$ cat config.mk
export PLATFORM = sky130hd
export DESIGN_NAME = irq_swizzle_router
export DESIGN_NICKNAME = d
export VERILOG_FILES = /design/src/rtl/irq_swizzle_router.sv
export SDC_FILE = /design/constraint.sdc
export NUM_CORES = 1
export LEC_CHECK = 0
export BUFFER_PORTS_ARGS = -buffer_cell sky130_fd_sc_hd__buf_2
export CORE_MARGIN = 2
export CORE_UTILIZATION = 40
export CTS_CLUSTER_DIAMETER = 60
export DETAILED_ROUTE_END_ITERATION = 8
export HOLD_SLACK_MARGIN = 0.02
export PLACE_DENSITY = 0.67
export SLEW_MARGIN = 10
export SYNTH_ARGS = -nofsm -noshare
export SYNTH_HDL_FRONTEND = slang
export SYNTH_SLANG_ARGS = --single-unit
export TNS_END_PERCENT = 100
$ cat constraint.sdc
create_clock -name clk -period 1.7 [get_ports clk]
set_input_delay 0.255 -clock clk [delete_from_list [all_inputs] [get_ports clk]]
set_output_delay 0.255 -clock clk [all_outputs]
set_load 0.005 [all_outputs]
$ cat src/rtl/irq_swizzle_router.sv
module irq_swizzle_router #(
  parameter int              LINES      = 4,
  parameter int              IRQ_W      = 4,
  parameter logic [7:0]      ROUTE_BASE = 8'h60,
  parameter logic [7:0]      ROUTE_RST  = 8'h80
) (
  input  logic             clk,
  input  logic             rst_n,
  input  logic             raise_i,
  input  logic             lower_i,
  input  logic [7:0]       func_id_i,
  input  logic [7:0]       pin_i,
  input  logic             rt_we_i,
  input  logic [7:0]       rt_addr_i,
  input  logic [7:0]       rt_wdata_i,
  output logic             irq_raise_o,
  output logic             irq_lower_o,
  output logic [IRQ_W-1:0] irq_num_o
);

  localparam int         IDX_W     = $clog2(LINES);
  localparam logic [8:0] ROUTE_END = 9'(ROUTE_BASE) + 9'(LINES);

  logic [7:0]       route_q [LINES];
  logic [4:0]       dev;
  logic [IDX_W-1:0] pin_idx, dev_idx, idx, wr_idx;
  logic [7:0]       sel;
  logic             pin_ok, fire, wr_hit;

  assign dev     = func_id_i[7:3];
  assign pin_idx = IDX_W'(pin_i - 8'd1);
  assign dev_idx = IDX_W'(dev - 5'd1);
  assign idx     = pin_idx + dev_idx;
  assign sel     = route_q[idx];
  assign pin_ok  = (pin_i != 8'd0) && ({1'b0, pin_i} <= 9'(LINES));
  assign fire    = pin_ok && !sel[7];

  assign wr_hit  = rt_we_i && (rt_addr_i >= ROUTE_BASE) && ({1'b0, rt_addr_i} < ROUTE_END);
  assign wr_idx  = IDX_W'(rt_addr_i - ROUTE_BASE);

  always_ff @(posedge clk or negedge rst_n) begin
    if (!rst_n) begin
      for (int i = 0; i < LINES; i++) route_q[i] <= ROUTE_RST;
    end else if (wr_hit) begin
      route_q[wr_idx] <= rt_wdata_i;
    end
  end

  always_ff @(posedge clk or negedge rst_n) begin
    if (!rst_n) begin
      irq_raise_o <= 1'b0;
      irq_lower_o <= 1'b0;
      irq_num_o   <= '0;
    end else begin
      irq_raise_o <= raise_i && fire;
      irq_lower_o <= lower_i && !raise_i && fire;
      irq_num_o   <= (fire && (raise_i || lower_i)) ? sel[IRQ_W-1:0] : '0;
    end
  end

  AST_ONE_REQ: assert property (@(posedge clk) disable iff (!rst_n)
    !(irq_raise_o && irq_lower_o));

  AST_RAISE_CAUSE: assert property (@(posedge clk) disable iff (!rst_n)
    irq_raise_o |-> $past(raise_i));

  AST_LOWER_CAUSE: assert property (@(posedge clk) disable iff (!rst_n)
    irq_lower_o |-> $past(lower_i && !raise_i));

  AST_PIN_GATE: assert property (@(posedge clk) disable iff (!rst_n)
    (irq_raise_o || irq_lower_o) |-> $past(pin_i != 8'd0 && {1'b0, pin_i} <= 9'(LINES)));

  AST_ROUTE_GATE: assert property (@(posedge clk) disable iff (!rst_n)
    (irq_raise_o || irq_lower_o) |-> !$past(sel[7]));

  AST_IDLE_NUM: assert property (@(posedge clk) disable iff (!rst_n)
    !(irq_raise_o || irq_lower_o) |-> (irq_num_o == '0));

endmodule

==> results.py, run 1 <==
metrics = {
    "timing": {
        "finalCritPeriodShare": 0.813,
        "fin_crit_ns": 1.38,
        "fin_tns_setup_ns": 0,
        "hold_slack_ns": 0.0946,
        "finalHoldViolCount": 0,
        "clock.fmax_mhz": 724,
        "slew-limit-headroom": 0.623,
        "tightestPinTransition_ns": 0.566,
        "rsz0062_at_grt": "false",
        "drv_slew": 0,
        "skew_ns": 0.00595,
        "setup_viol": 0,
    },
    "routing": {
        "wire_per_inst_um": 15.0,
        "firstDrtPassIters": 6,
        "top_layer_used": "met4",
        "drtIter0Drc": 20,
        "totalWireLength_um": 2150,
        "ant_nets": 0,
        "vias_per_cell": 5.47,
        "num_vias": 788,
        "remaining_drc_errors": 5,
        "dr_wl_met2_um": 1050,
        "drt-met1-wl_um": 908,
        "wl_met3_um": 171,
    },
    "place": {
        "port_buffers": 33,
        "place_congestion": 0.701,
        "hpwl_um": 1620,
    },
    "clock_tree": {
        "cts_tree": "done",
        "cts.sinks": 26,
        "post_cts_buffers": 0,
        "cts_buffers": 3,
        "ctsResizeCount": 0,
        "post_cts_hold_buffer_count": 1,
        "clk_path_buf_depth": 2,
        "root_buffer": "clkbuf_4",
        "cts.htree.levels": 1,
        "clk_pin_slew_worst_paths_ns": 0.13,
        "clk_latency_ns": 0.32,
    },
    "worst_setup_path": {
        "path_cells": "buf_2 > ha_1 > xnor3_2 > mux2i_2 > nor4b_1",
        "cpMaxStageDelayCell": "xnor3_2",
        "endpoint_kind": "flip-flop",
        "crit_type": "input pin to flip-flop",
        "worstSetupStartpoint": "func_id_i[3]",
        "critPathArrivalTime_ns": 1.60,
        "r2r_start": "route_q[16]",
        "cp_data_required_time_ns": 1.92,
        "max_stage_delay_ns": 0.45,
        "critPathLaunchType": "input pin",
        "crit_fanout": 6,
    },
    "power": {
        "leakage_nw": 0.754,
        "max-vdd-ir-drop_v": 0.000483,
        "power.density_nw_per_um2": 750,
    },
    "synth": {
        "ys_seq_area_frac": 0.544,
        "avgSynthCellArea_um2": 16.1,
        "ys_seq_elements": 26,
        "yosysWarnings": 0,
        "synth_nets": 113,
        "synth_area_um2": 1210,
        "synthDistinctLibCells": 20,
        "syn_inst": 75,
    },
    "cells_and_area": {
        "drive_gt1_frac": 0.602,
        "antenna_cells": 0,
        "num-fill-cells": 248,
        "nNetsFinal": 152,
        "area_growth_pct": 22.2,
    },
    "global_route": {
        "grt_pass1_wl_um": 3480,
        "grt-ovfl-total": 0,
        "grt_usage": 0.141,
        "grt_max_degree": 27,
        "grt_pass1_vias": 782,
        "antenna_found_initial": 0,
    },
    "outcome": {
        "violations": "design-rule violations",
        "outcome": "finished with violations",
    },
    "floorplanning": {
        "coreArea_um2": 2810,
        "fp.dieArea_um2": 3470,
        "die_h_um": 58.9,
        "start_util": 0.430,
        "die_width_um": 58.9,
        "row_count": 19,
        "io_pins": 43,
    },
    "min_path": {
        "min-delay-start": "raise_i",
        "hp-class": "input pin to flip-flop",
    },
    "job": {
        "max-cap-violations": 0,
    },
}
-- cell usage in the layout (no fill, tap or decap), types with 2 or more instances in the layout --
cell,count
buf_2,33
mux2_2,20
nand4_1,2
mux4_1,4
and4bb_2,2
dfrtp_1,22
nor4b_1,5
dfstp_2,4
clkbuf_4,3
nor2_1,2
mux2i_1,2
nor3b_1,2
-- cells in the mapped netlist --
cell | n | area [um2]
and4b_1 | 1 | 10.0
or3_2 | 1 | 7.51
nand4_1 | 2 | 12.5
nand4b_1 | 1 | 8.76
ha_1 | 1 | 12.5
xnor3_2 | 1 | 23.8
buf_2 | 1 | 5.00
nor4b_1 | 5 | 43.8
nor2_1 | 2 | 7.51
clkbuf_2 | 1 | 5.00
and4bb_2 | 2 | 25.0
nor3_1 | 1 | 5.00
nor3b_1 | 2 | 15.0
mux4_1 | 4 | 105
dfstp_2 | 4 | 105
mux2i_2 | 1 | 13.8
mux2i_1 | 2 | 20.0
dfrtp_1 | 22 | 551
mux2_2 | 20 | 225
o21ai_0 | 1 | 5.00
-- worst paths after layout --
check	end	slack, ns	cells past startpoint
hold reg to reg	route_q[17]	0.51	1
max in group asynchronous	route_q[31]	0.88	2
setup reg to reg	irq_num_o[0]	0.50	2
min in group asynchronous	irq_num_o[3]	0.44	2
setup / recovery	irq_num_o[2]	0.32	5
hold / removal	irq_lower_o	0.09	2
-- state kept, by name (all words and copies together), names as in the netlist --
register and count:
route_q 20, irq_num_o 4, irq_lower_o 1, irq_raise_o 1
-- critical path: cells and delay by family --
family | cells | cell delay [ns]
adders and majority gates | 1 | 0.20
xor gates and xnor gates | 1 | 0.45
muxes | 1 | 0.24
and+or+nand+nor | 1 | 0.36
buffers and inverters | 1 | 0.10
-- per-layer routing --
metal  vias up  global-route usage
met5         -                   0
met1       378               0.175
met4         0              0.0487
met3         4              0.0462
met2        34               0.230
li1        372                   -
-- metrics by stage --
step           power, W  setup WS (ns)  cell area [um2]  utilization  std cells
2_1_floorplan  0.000739          0.197             1210            -         75
3_3_place_gp   0.000809         0.0165             1430        0.509        139
3_5_place_dp   0.000816        -0.0286             1430        0.509        139
4_1_cts         0.00113          0.317             1470        0.525        144
5_1_grt         0.00117          0.189             1470        0.525        144
6_report        0.00110          0.318             1470        0.525        144
-- cell type report --
type | instances | area [um2] | area share
flip-flops and latches | 26 | 656 | 0.445
repair buffers | 36 | 203 | 0.138
multi-input cells | 47 | 541 | 0.367
clock buffers | 4 | 36.3 | 0.0246
well taps | 31 | 38.8 | 0.0263
-- cells by family after synthesis --
kind of cell | count (synthesis) | share of synthesized area
flip-flops | 26 | 0.544
adder cells (fa/ha/maj) | 1 | 0.0104
buffers and inverters | 2 | 0.00829
AO/OA/AOI/OAI | 1 | 0.00415
AND/OR/NAND/NOR | 17 | 0.112
XOR/XNOR | 1 | 0.0197
multiplexers | 27 | 0.302
-- power breakdown --
part | internal [W] | switching, W | leakage, nW
combinational | 0.0000873 | 0.0000613 | 0.387
sequential | 0.000645 | 0.00000990 | 0.346
clock | 0.000131 | 0.000171 | 0.0210
total | 0.000863 | 0.000242 | 0.754
No activity file was read; power rests on OpenSTA's default activity.
==> inputs of run 2 (changes only) <==
--- a/config.mk
+++ b/config.mk
@@ -11,7 +11,7 @@
 export CTS_CLUSTER_DIAMETER = 60
 export DETAILED_ROUTE_END_ITERATION = 8
 export HOLD_SLACK_MARGIN = 0.02
-export PLACE_DENSITY = 0.67
+export PLACE_DENSITY = 0.69
 export SLEW_MARGIN = 10
 export SYNTH_ARGS = -nofsm -noshare
 export SYNTH_HDL_FRONTEND = slang
==> constraint.sdc (replaced) <==
create_clock -name clk -period 1.24 [get_ports clk]
set_input_delay 0.186 -clock clk [delete_from_list [all_inputs] [get_ports clk]]
set_output_delay 0.186 -clock clk [all_outputs]
set_load 0.005 [all_outputs]
==> run 2 against run 1 <==
  * The flow still finishes with violations (design-rule violations)
  * Final cell count rose by 1.4%
  * Combinational power rose by 43%
  * Total power rose by 53%
  * Non-clock buffer count rose by 2
  * Clock skew fell by 0.0020 ns
  * Sequential power rose by 38%
  * Global-route usage rose by 0.59 points
  * First-iteration DRC count fell by 45%
  * Via count rose by 2.4%
  * Highest routed layer unchanged
==> results.py, run 2 (synthesized netlist as in run 1, its figures left out) <==
metrics = {
    "timing": {
        "tightestPinTransition_ns": 0.557,
        "rsz0062_at_grt": "false",
        "fin_crit_ns": 1.16,
        "slew-limit-headroom": 0.629,
        "clock.fmax_mhz": 859,
        "setup_viol": 0,
        "finalCritPeriodShare": 0.939,
        "finalHoldViolCount": 0,
        "drv_slew": 0,
        "hold_slack_ns": 0.0496,
        "skew_ns": 0.00395,
    },
    "worst_setup_path": {
        "crit_fanout": 2,
        "r2r_start": "route_q[10]",
        "max_stage_delay_ns": 0.47,
        "worstSetupStartpoint": "route_q[10]",
        "cp_data_required_time_ns": 1.45,
        "endpoint_kind": "flip-flop",
        "cpMaxStageDelayCell": "mux4_2",
        "critPathBufInv": 0,
        "critPathArrivalTime_ns": 1.38,
        "crit_type": "flip-flop to flip-flop",
        "crit_family": "multiplexers",
        "path_cells": "mux4_2 > nor4b_2",
        "critPathLaunchType": "flip-flop",
    },
    "power": {
        "power.density_nw_per_um2": 1100,
        "leakage_nw": 0.742,
        "max-vdd-ir-drop_v": 0.000893,
        "p_total_w": 0.00169,
    },
    "cells_and_area": {
        "top_regs": "route_q x20, irq_num_o x4",
        "largest_reg_flops": 20,
        "area_growth_pct": 27.6,
        "antenna_cells": 0,
        "multiInputGateArea_um2": 587,
        "fin_area_um2": 1540,
        "final_common_cell": "buf_2",
        "top_register": "route_q",
        "nNetsFinal": 154,
        "final_cell_mix": "buf_2 (33), dfrtp_1 (22), mux2_2 (20)",
        "final_core_util": 0.549,
        "num-fill-cells": 240,
        "drive_gt1_frac": 0.713,
        "seq_area_um2": 656,
    },
    "floorplanning": {
        "row_count": 19,
        "io_pins": 43,
        "die_width_um": 58.9,
        "start_util": 0.430,
        "coreArea_um2": 2810,
        "fp.dieArea_um2": 3470,
        "die_h_um": 58.9,
    },
    "clock_tree": {
        "clk_path_buf_depth": 2,
        "cts_tree": "done",
        "clk_pin_slew_worst_paths_ns": 0.14,
        "post_cts_buffers": 0,
        "cts_buffers": 3,
        "root_buffer": "clkbuf_4",
        "clk_latency_ns": 0.32,
        "cts.htree.levels": 1,
        "cts.sinks": 26,
    },
    "global_route": {
        "grt_pass1_wl_um": 3770,
        "grt_pass1_vias": 893,
        "grt_max_degree": 27,
        "grt-ovfl-total": 0,
        "antenna_found_initial": 0,
        "grt_usage": 0.147,
    },
    "place": {
        "hpwl_um": 1790,
        "place_congestion": 0.733,
        "port_buffers": 33,
        "post_dp_cell_area_um2": 1440,
    },
    "routing": {
        "wire_per_inst_um": 15.6,
        "firstDrtPassIters": 6,
        "remaining_drc_errors": 3,
        "drtIter0Drc": 11,
        "totalWireLength_um": 2280,
        "num_vias": 807,
        "vias_per_cell": 5.53,
        "ant_nets": 0,
    },
    "outcome": {
        "violations": "design-rule violations",
        "outcome": "finished with violations",
    },
    "min_path": {
        "hp-class": "input pin to flip-flop",
        "min-delay-start": "raise_i",
    },
    "job": {
        "max-cap-violations": 0,
    },
}
==> run 2: cell count changes in the layout (fill, tap and decap cells not counted), moves of 3 or more <==
cell     delta
buf_4       +3
mux4_2      +4
mux4_1      -4
nor4b_1     -5
nor4b_2     +5
==> run 2: final timing paths <==
kind | cells after the start | endpoint | slack, ns
max in group asynchronous | 2 | route_q[31] | 0.50
hold reg to reg | 1 | route_q[17] | 0.52
setup reg to reg | 2 | irq_num_o[2] | 0.08
setup / recovery | 2 | irq_num_o[2] | 0.08
hold / removal | 2 | irq_lower_o | 0.05
min in group asynchronous | 2 | route_q[25] | 0.36
==> run 2: layer usage <==
metal,global-route usage,vias to the layer above,share of wire
li1,-,370,-
met1,0.176,396,0.41
met2,0.248,37,0.51
met3,0.0440,4,0.069
met4,0.0552,0,0.0097
met5,0,-,0
==> run 2: report_power, final <==
| part | internal, W | total [W] | switching, W |
|---|---|---|---|
| Sequential | 0.000884 | 0.000901 | 0.0000171 |
| Combinational | 0.000122 | 0.000213 | 0.0000906 |
| Clock | 0.000327 | 0.000578 | 0.000251 |
| Total | 0.00133 | 0.00169 | 0.000359 |
==> run 2: area by class of cell <==
type,instances,share of cell area
clock buffer,3,0.0146
sequential,26,0.426
tap,31,0.0252
timing repair buffer,38,0.133
clock inverter,1,0.0195
multi-input combinational,47,0.381
==> run 2: repair_timing <==
| action | CTS | global route |
|---|---|---|
| endpoints found under the hold margin | 22 | 0 |
| resized for setup | 0 | 6 |
| hold buffers | 1 | 0 |
| endpoints found under the setup margin | 0 | 4 |
==> run 2: stage by stage <==
| step | setup TNS, ns | cells | setup WS [ns] |
|---|---|---|---|
| finish | 0 | 146 | 0.0754 |
| global route | 0 | 146 | 0.0159 |
| CTS | 0 | 146 | 0.0331 |
| detailed placement | -3.37 | 141 | -0.286 |
| global placement | -2.66 | 141 | -0.214 |
| floorplan | -0.398 | 75 | -0.0976 |
==> inputs of run 3 (changes only) <==
--- a/config.mk
+++ b/config.mk
@@ -5,13 +5,15 @@
 export SDC_FILE = /design/constraint.sdc
 export NUM_CORES = 1
 export LEC_CHECK = 0
+export ABC_AREA = 1
 export BUFFER_PORTS_ARGS = -buffer_cell sky130_fd_sc_hd__buf_2
 export CORE_MARGIN = 2
-export CORE_UTILIZATION = 40
+export CORE_UTILIZATION = 45
 export CTS_CLUSTER_DIAMETER = 60
 export DETAILED_ROUTE_END_ITERATION = 8
 export HOLD_SLACK_MARGIN = 0.02
-export PLACE_DENSITY = 0.69
+export PLACE_DENSITY = 0.75
+export SETUP_SLACK_MARGIN = 0.15
 export SLEW_MARGIN = 10
 export SYNTH_ARGS = -nofsm -noshare
 export SYNTH_HDL_FRONTEND = slang
==> run 3 against run 2 <==
  * The run still ends with design-rule violations left
  * Sequential cell count unchanged
  * Wire length rose by 23%
  * Via count up 49%
  * Clock power about the same
  * Worst hold slack improved by 0.025 ns
  * Fmax grew 10%
  * Total power rose by 0.24%
  * Core utilization increased by 3.6 points
  * Non-clock buffer count down 4
  * Critical path depth rose by 3
  * First-iteration DRC count grew to 5.6 times the previous value
  * Largest power group unchanged
==> results.py, run 3 <==
metrics = {
    "floorplanning": {
        "io_pins": 43,
        "fp.dieArea_um2": 3470,
        "die_width_um": 58.9,
        "start_util": 0.484,
        "coreArea_um2": 2810,
        "row_count": 19,
        "die_h_um": 58.9,
    },
    "global_route": {
        "antenna_found_initial": 0,
        "grt-ovfl-total": 0,
        "grt_usage": 0.176,
        "grt_pass1_wl_um": 4580,
        "grt_max_degree": 27,
        "grt_pass1_vias": 1045,
    },
    "cells_and_area": {
        "antenna_cells": 0,
        "area_growth_pct": 20.8,
        "largest_reg_flops": 20,
        "final_cell_mix": "nand2_1 (90), buf_2 (33), dfrtp_1 (22)",
        "top_register": "route_q",
        "nNetsFinal": 259,
        "final_common_cell": "nand2_1",
        "drive_gt1_frac": 0.291,
        "fin_cells": 251,
        "top_regs": "route_q x20, irq_num_o x4",
    },
    "synth": {
        "async_flop_share": 1.00,
        "ys_seq_elements": 26,
        "synth.largest_area_cell": "dfrtp_1",
        "synth_top_family_by_area": "simple AND/OR/NAND/NOR gates",
        "synthDistinctLibCells": 18,
        "ys.flop_type": "dfrtp_1",
        "synth_mux_area_frac": 0,
        "synthTopCellsByCount": "nand2_1 (90), dfrtp_1 (22), inv_1 (21)",
        "avgSynthCellArea_um2": 7.38,
        "syn_inst": 184,
        "synth_nets": 222,
        "synth_simple_gate_area_frac": 0.392,
        "yosysMostFrequentCell": "nand2_1",
        "synthAdderAreaFrac": 0.00922,
        "synth_compound_area_frac": 0.0406,
        "synth-edff-count": 0,
        "synth_area_leaders": "dfrtp_1 (41%), nand2_1 (25%), dfstp_2 (7.7%), inv_1 (5.8%), o21ai_0 (4.1%)",
        "synth_area_um2": 1360,
        "yosysWarnings": 0,
        "ys_seq_area_frac": 0.483,
        "synth_xor_area_frac": 0,
        "synth_top_area_frac": 0.406,
    },
    "worst_setup_path": {
        "critPathLaunchType": "flip-flop",
        "crit_type": "flip-flop to flip-flop",
        "cp_data_required_time_ns": 1.48,
        "crit_fanout": 4,
        "endpoint_kind": "flip-flop",
        "critPathArrivalTime_ns": 1.29,
        "reg2reg_depth": 5,
    },
    "job": {
        "max-cap-violations": 0,
    },
    "timing": {
        "tightestPinTransition_ns": 0.574,
        "drv_slew": 0,
        "clock.fmax_mhz": 944,
        "fin_crit_ns": 1.06,
        "finalHoldViolCount": 0,
        "finalCritPeriodShare": 0.854,
        "skew_ns": 0.00870,
        "slew-limit-headroom": 0.617,
        "setup_viol": 0,
        "fin_tns_setup_ns": 0,
        "rsz0062_at_grt": "true",
    },
    "clock_tree": {
        "cts_tree": "done",
        "clk_path_buf_depth": 2,
        "cts_buffers": 3,
        "cts.sinks": 26,
        "clk_pin_slew_worst_paths_ns": 0.14,
        "clk_latency_ns": 0.32,
        "cts.htree.levels": 1,
        "root_buffer": "clkbuf_4",
    },
    "routing": {
        "drtIter0Drc": 62,
        "ant_nets": 0,
        "totalWireLength_um": 2810,
        "remaining_drc_errors": 5,
        "num_vias": 1201,
        "vias_per_cell": 4.78,
        "firstDrtPassIters": 7,
        "wire_per_inst_um": 11.2,
    },
    "place": {
        "hpwl_um": 2090,
        "port_buffers": 33,
        "dp.cells": 246,
        "place_congestion": 0.740,
    },
    "power": {
        "max-vdd-ir-drop_v": 0.000865,
        "leakage_nw": 0.887,
        "power.density_nw_per_um2": 1030,
        "p_total_w": 0.00170,
    },
    "outcome": {
        "violations": "design-rule violations",
        "outcome": "finished with violations",
    },
    "min_path": {
        "min_path_cells": 3,
        "hp-class": "input pin to flip-flop",
    },
}
==> run 3: final timing paths <==
| path | slack [ns] | endpoint | startpoint |
|---|---|---|---|
| worst min register to register | 0.48 | route_q[23] | route_q[23] |
| max in group asynchronous | 0.49 | route_q[23] | rst_n |
| worst max-delay path | 0.18 | irq_num_o[3] | route_q[15] |
| min in group asynchronous | 0.37 | irq_raise_o | rst_n |
| worst max register to register | 0.18 | irq_num_o[3] | route_q[15] |
| worst min-delay path | 0.08 | irq_lower_o | lower_i |
==> run 3: per-stage QoR <==
| stage | utilization | area, um2 | hold slack, ns | setup slack, ns |
|---|---|---|---|---|
| floorplan | - | 1380 | -0.110 | 0.234 |
| global placement | 0.558 | 1570 | 0.213 | 0.0162 |
| detailed placement | 0.558 | 1570 | 0.218 | 0.00200 |
| CTS | 0.582 | 1630 | 0.0602 | 0.152 |
| global route | 0.585 | 1640 | 0.0634 | 0.118 |
| finish | 0.585 | 1640 | 0.0750 | 0.181 |
==> run 3: repair_timing <==
item	CTS	global route
endpoints found under the setup margin	4	6
hold buffers	1	0
buffers inserted	0	0
resized for setup	1	3
endpoints found under the hold margin	22	0
pin swaps	1	1
==> run 3: metal layers <==
metal  up-vias  GRT usage  wire [um]
met3         4     0.0264        180
met5         -          0          0
met2        43      0.306       1290
met1       525      0.224       1320
li1        629          -          -
met4         0     0.0584         22
==> run 3: cells by family after synthesis <==
logic type / Yosys count
buf+inv: 27
simple gates: 119
fa+ha+maj: 1
compound gates: 11
flops: 26
==> run 3: worst max-delay path, stage by stage (launching register included) <==
cell and delay, ns:
dfstp_2 0.56, inv_1 0.04, o21ai_2 0.12, nand3_2 0.10
nand4_2 0.11, nor2_1 0.05
==> run 3: layout make-up <==
class / instances / area (um2)
fillers: 264 / 1160
flip-flops and latches: 26 / 656
multi-input cells: 131 / 624
repair buffers: 34 / 175
inverters: 25 / 93.8
well taps: 31 / 38.8
clock inverters: 1 / 30.0
clock buffers: 3 / 22.5
==> run 3: power breakdown <==
group	leakage (nW)	total, W	internal [W]	switching [W]
logic	0.514	0.000218	0.0000857	0.000132
registers	0.346	0.000902	0.000884	0.0000179
clock network	0.0279	0.000576	0.000327	0.000249
total	0.887	0.00170	0.00130	0.000399
